`config.mk`:
```
export PLATFORM = sky130hd
export DESIGN_NAME = xlat_cache
export DESIGN_NICKNAME = d
export VERILOG_FILES = /design/src/rtl/xlat_cache.sv
export SDC_FILE = /design/constraint.sdc
export NUM_CORES = 2
export LEC_CHECK = 0
export BUFFER_PORTS_ARGS = -buffer_cell sky130_fd_sc_hd__buf_4
export CORE_MARGIN = 5
export CORE_UTILIZATION = 56
export CTS_CLUSTER_SIZE = 14
export DETAILED_ROUTE_END_ITERATION = 8
export PLACE_DENSITY = 0.8
export SLEW_MARGIN = 20
export SYNTH_ARGS = -nofsm -noshare
export SYNTH_HDL_FRONTEND = slang
export SYNTH_SLANG_ARGS = --single-unit
```
`constraint.sdc`:
```
create_clock -name clk -period 11.98 [get_ports clk]
set_input_delay 2.396 -clock clk [delete_from_list [all_inputs] [get_ports clk]]
set_output_delay 2.396 -clock clk [all_outputs]
set_load 0.02 [all_outputs]
```
`src/rtl/xlat_cache.sv`:
```
module xlat_cache #(
  parameter int VA_W    = 32,
  parameter int PA_W    = 32,
  parameter int PAGE_W  = 12,
  parameter int ENTRIES = 16
) (
  input  logic                 clk,
  input  logic                 rst_n,
  input  logic                 lk_en,
  input  logic [VA_W-1:0]      lk_va,
  output logic                 lk_hit,
  output logic [PA_W-1:0]      lk_pa,
  input  logic                 fill_en,
  input  logic [VA_W-PAGE_W-1:0] fill_vpn,
  input  logic [PA_W-PAGE_W-1:0] fill_pfn,
  input  logic                 inv_en,
  input  logic [VA_W-PAGE_W-1:0] inv_vpn,
  input  logic                 flush_en
);
  localparam int VPN_W = VA_W - PAGE_W;
  localparam int PFN_W = PA_W - PAGE_W;
  localparam int IDX_W = $clog2(ENTRIES);

  logic [ENTRIES-1:0] valid, lk_match, keep_v, fill_match, valid_nxt;
  logic [VPN_W-1:0]   tag [ENTRIES];
  logic [PFN_W-1:0]   pfn [ENTRIES];
  logic [IDX_W-1:0]   age [ENTRIES];
  logic [IDX_W-1:0]   hit_idx, victim, touch_idx;
  logic [PFN_W-1:0]   hit_pfn;
  logic               any_free, touch_en;

  wire [VPN_W-1:0] lk_vpn = lk_va[VA_W-1:PAGE_W];

  always_comb begin
    hit_idx = '0;
    hit_pfn = '0;
    for (int i = 0; i < ENTRIES; i++) begin
      lk_match[i]   = valid[i] && (tag[i] == lk_vpn);
      keep_v[i]     = !flush_en && valid[i] && !(inv_en && tag[i] == inv_vpn);
      fill_match[i] = keep_v[i] && (tag[i] == fill_vpn);
      if (lk_match[i]) begin
        hit_idx = IDX_W'(i);
        hit_pfn = pfn[i];
      end
    end
  end

  assign lk_hit = lk_en && (|lk_match);
  assign lk_pa  = {hit_pfn, lk_va[PAGE_W-1:0]};

  always_comb begin
    victim   = '0;
    any_free = 1'b0;
    for (int i = ENTRIES-1; i >= 0; i--)
      if (!keep_v[i]) begin
        victim   = IDX_W'(i);
        any_free = 1'b1;
      end
    if (!any_free)
      for (int i = 0; i < ENTRIES; i++)
        if (age[i] == IDX_W'(ENTRIES-1)) victim = IDX_W'(i);
    for (int i = 0; i < ENTRIES; i++)
      if (fill_match[i]) victim = IDX_W'(i);
  end

  always_comb begin
    valid_nxt = keep_v;
    if (fill_en) valid_nxt[victim] = 1'b1;
  end

  assign touch_en  = fill_en || lk_hit;
  assign touch_idx = fill_en ? victim : hit_idx;

  always_ff @(posedge clk) begin
    if (!rst_n) begin
      valid <= '0;
      for (int i = 0; i < ENTRIES; i++) age[i] <= IDX_W'(i);
    end else begin
      valid <= valid_nxt;
      if (touch_en)
        for (int i = 0; i < ENTRIES; i++)
          if (IDX_W'(i) == touch_idx) age[i] <= '0;
          else if (age[i] < age[touch_idx]) age[i] <= age[i] + 1'b1;
    end
  end

  always_ff @(posedge clk) begin
    if (fill_en) begin
      tag[victim] <= fill_vpn;
      pfn[victim] <= fill_pfn;
    end
  end
endmodule

```
==> results.md <==
- The number of clock sinks is 720.
- The proportion of synthesized flip-flops having asynchronous set or reset is 0%.
- The clock insertion delay at the later pin of the skew report is 0.65 ns.
- The Yosys step of the flow raised 0 warnings.
- The first-pass iteration count of the detailed router is 6.
- The worst clock skew on the final layout is 0.04611 ns.
- The net count after synthesis is 3622.
- The peak supply drop is 0.1387 mV.
- The initial antenna violation count came to 1.
- From synthesis to final layout, the design area changed by 9.987%.
- The number of antenna diodes is 0.
- The kind of critical path is primary input to output pin.
- The met3 routing resource usage after global routing is 9.212%.
- In this run, CTS created clock tree buffers numbering 78.
- Once layout is complete, the utilization of the core stands at 62.03%.
- Post-CTS timing repair inserted 0 buffers for setup.
- Among the stages of the critical path, the cell type that occurs most often is sky130_fd_sc_hd__mux2_2.
- The cell area after placement is 0.04267 mm^2.
- The flow ran to the end, and the final reports show no timing, DRC or antenna violations.
- The number of fill cells is 5545.
- Final hold analysis gives a worst-case slack of 0.6573 ns.
- The beginning of the worst hold path is age[4][0].
- The number of distinct library cells after synthesis is 87.
- The floorplan has 99 rows.
- The critical path starts at lk_va[13].
- The peak-usage layer in the global routing report is met2.
- The hold path depth is 1.
- The post-synthesis instance area is 0.04108 mm^2.
- In the final routed layout, each cell accounts on average for 28.76 um.
- The number of failing setup endpoints in the final timing report is 0.
- The maximum buffer depth of the clock tree is 3.
- Pin placement for this block handled 131 I/O pins.
- During placement, the flow inserted port buffers numbering 106.
- Summing internal, switching and leakage power gives 5.929 mW.
- The family with the most delay on the worst path is buffers and inverters.
- The count of pins over their slew limit came to 0.
- The portion of the post-synthesis area used by sequential elements is 52.24%.
- Counting flops with a built-in enable in the synthesized netlist gives 704.
- The final wirelength is 130.4 mm.
- The routed via count divided by cell count is 6.684.
- The met1 track demand over resource in global routing is 41.71%.
- The die is 280.8 um tall.
- The wire length of the first global-routing pass is 190.8 mm.
- The total via count after detailed routing is 30306.
- The post-route cell area is 0.04518 mm^2.
- The count of buffer and inverter cells on the critical path is 3.
- The worst setup path is captured at an output pin.
- The number of hold violations in the final report is 0.
- At the end of routability-driven placement, the weighted congestion stood at 0.9912.
- The synthesized design contains 720 register bits.
- The total of cells resized after clock tree synthesis is 0.
- The met2 capacity usage during global routing is 49.58%.
- The highest net fanout along the worst path is 38.
- The count of cells along the worst register-to-register path is 22.
- The worst slack after detailed placement is 2.445 ns.
- After global routing the overflow that remains totals 0.
- The critical path's largest stage delay is 0.74 ns.
- In this run, the number of DRC markers left after iteration 0 of detailed routing was 4136.
- In the synthesized netlist, the number of instances is 3476.
- The count of unresolved DRC violations after routing is 0.
- In this run the remaining antenna-violating nets after routing total 0.
- The detailed-placement wirelength estimate is 79.00 mm.
- The static leakage is 15.34 nW.
- Leaving out fill and tap cells, the most frequent cell in the layout is sky130_fd_sc_hd__edfxtp_1.
- The total routing resource utilization after global routing is 32.34%.
- The post-route minimum period is 9.469 ns.
- The die covers 0.07887 mm^2.
- The number of global-route vias before repair came to 29706.
- The critical path runs through a total of 17 cells.
- The cell at the root of the clock tree is sky130_fd_sc_hd__clkbuf_16.
- At the end of the flow, the number of nets in the layout was 3664.
- For this run, the leading register cell type out of synthesis is sky130_fd_sc_hd__edfxtp_1.
- The proportion of layout cells with a drive suffix above 1 is 11.02%.
- In this run the critical register-to-register path is launched from tag[13][9].
- The critical-path cell with the highest stage delay is sky130_fd_sc_hd__clkinv_1.
- Including well taps, the total number of placed cells is 4397.
- The worst path arrival time is 7.07 ns.
- The area of the placeable core is 0.07283 mm^2.
- The clock slew at the register clock pins of the worst setup and hold paths is 0.06 ns.
- The type of the worst min-delay path is flop to flop.
- CTS built an H-tree with a depth of 3.
- The relative slew slack is 24.45%.
- Setup repair after global routing left no endpoint under its margin.
- The final setup TNS is 0 ns.
- The total power divided by cell area is 131.2 mW/mm^2.
- The die width is 280.8 um.
- The library cells used most frequently in the layout, excluding fill and tap cells, are sky130_fd_sc_hd__edfxtp_1, sky130_fd_sc_hd__xnor2_1, sky130_fd_sc_hd__xor2_1, sky130_fd_sc_hd__nand2_1, sky130_fd_sc_hd__buf_4.
- Walking the worst path, the cells encountered are buf_4 > xnor2_1 > nand4_1 > nor4_1 > nand4_1 > clkinv_1 > o21ai_0 > mux2_2 > mux2_2 > mux2i_1 > o21ai_0 > mux2_2 > mux2_2 > mux2i_1 > o221a_2 > o21ai_0 > buf_4.
- In the post-route analysis, the smallest setup slack over all paths is 2.511 ns.
- Max-cap violations in this run came to 0.
- The data required time of the worst path is 9.58 ns.
- Derived from the worst setup path, the maximum achievable clock frequency is 0.1056 GHz.
- The nature of the critical path startpoint is a primary input.
- Entering global routing, the biggest net connects 47 pins.
- After clock tree synthesis, the flow added hold-fix buffers numbering 0.
- The effective utilization at floorplan is 56.40%.
- Averaged over all synthesized cells, the footprint is 11.82 um^2.
- The slew of the pin with the lowest slew margin is 1.123 ns.
- The finished layout holds 4534 standard cells, fillers aside.
- The part of the cycle the worst path needs is 79.04%.
- TritonCTS built the clock tree.
==> Yosys cell counts (9+ instances only) <==
master / instances / area share (%)
sky130_fd_sc_hd__nor2b_1: 10 / 0.15
sky130_fd_sc_hd__xor2_1: 478 / 10
sky130_fd_sc_hd__and2_1: 15 / 0.23
sky130_fd_sc_hd__nor3_1: 48 / 0.58
sky130_fd_sc_hd__buf_6: 9 / 0.25
sky130_fd_sc_hd__edfxtp_1: 704 / 51
sky130_fd_sc_hd__mux2_2: 68 / 1.9
sky130_fd_sc_hd__o21ai_1: 9 / 0.11
sky130_fd_sc_hd__nor4_1: 147 / 2.2
sky130_fd_sc_hd__o21a_1: 27 / 0.49
sky130_fd_sc_hd__nand4_1: 136 / 2.1
sky130_fd_sc_hd__o211ai_1: 10 / 0.18
sky130_fd_sc_hd__nand2b_1: 15 / 0.23
sky130_fd_sc_hd__buf_1: 16 / 0.15
sky130_fd_sc_hd__nor2_1: 101 / 0.92
sky130_fd_sc_hd__and3_1: 21 / 0.32
sky130_fd_sc_hd__nand3_1: 148 / 1.8
sky130_fd_sc_hd__o41a_1: 10 / 0.27
sky130_fd_sc_hd__buf_2: 75 / 0.91
sky130_fd_sc_hd__a21oi_1: 88 / 1.1
sky130_fd_sc_hd__clkbuf_1: 77 / 0.70
sky130_fd_sc_hd__a22oi_1: 25 / 0.46
sky130_fd_sc_hd__o21ai_0: 114 / 1.4
sky130_fd_sc_hd__mux2i_1: 78 / 1.9
sky130_fd_sc_hd__o221ai_1: 19 / 0.41
sky130_fd_sc_hd__buf_4: 30 / 0.55
sky130_fd_sc_hd__ha_1: 48 / 1.5
sky130_fd_sc_hd__inv_1: 62 / 0.57
sky130_fd_sc_hd__dfxtp_1: 16 / 0.78
sky130_fd_sc_hd__o31ai_1: 27 / 0.49
sky130_fd_sc_hd__nand2_1: 174 / 1.6
sky130_fd_sc_hd__xnor2_1: 498 / 11
==> flip-flops by register name, indices dropped and copies added, names as in the netlist <==
register,cells
age,64
pfn,320
tag,320
valid,16
==> logic make-up (layout without fill, tap and decap cells) <==
kind of cell	Yosys count	count (layout)	share of synthesized area, %
buffers and inverters	273	372	3.162
adder cells (fa/ha/maj)	56	56	1.663
flip-flops	720	720	52.24
XOR/XNOR	976	976	20.81
AND/OR/NAND/NOR	861	861	11.05
AO/OA/AOI/OAI	444	444	7.304
multiplexers	146	146	3.765
==> power by group <==
group	total, mW	internal (mW)	switching, mW	leakage (nW)
combinational	0.695	0.244	0.451	7.60
sequential	2.86	2.81	0.0473	6.53
clock	2.37	1.36	1.01	1.21
==> path summary, 6_finish.rpt <==
path	endpoint	slack [ns]
setup / recovery	lk_pa[29]	2.51
hold / removal	age[4][0]	0.66
setup reg to reg	age[11][3]	4.64
hold reg to reg	age[4][0]	0.66
==> cell type report <==
type	count	area [um^2]	area share [%]
Sequential cell	720	21460	47.50
Clock buffer	99	2061	4.561
Timing Repair Buffer	169	1269	2.808
Clock inverter	38	447.9	0.9914
Tap cell	959	1200	2.656
Inverter	66	247.7	0.5483
Multi-Input combinational cell	2483	18500	40.94
==> layer usage <==
metal	wire length (um)	vias to the layer above	share of wire, %
met4	9318	2	7.1
met1	47030	14637	36
met5	12	-	0.0092
met3	17330	589	13
met2	56720	2232	43
li1	-	12846	-
Power figures use the tool's default switching activity.
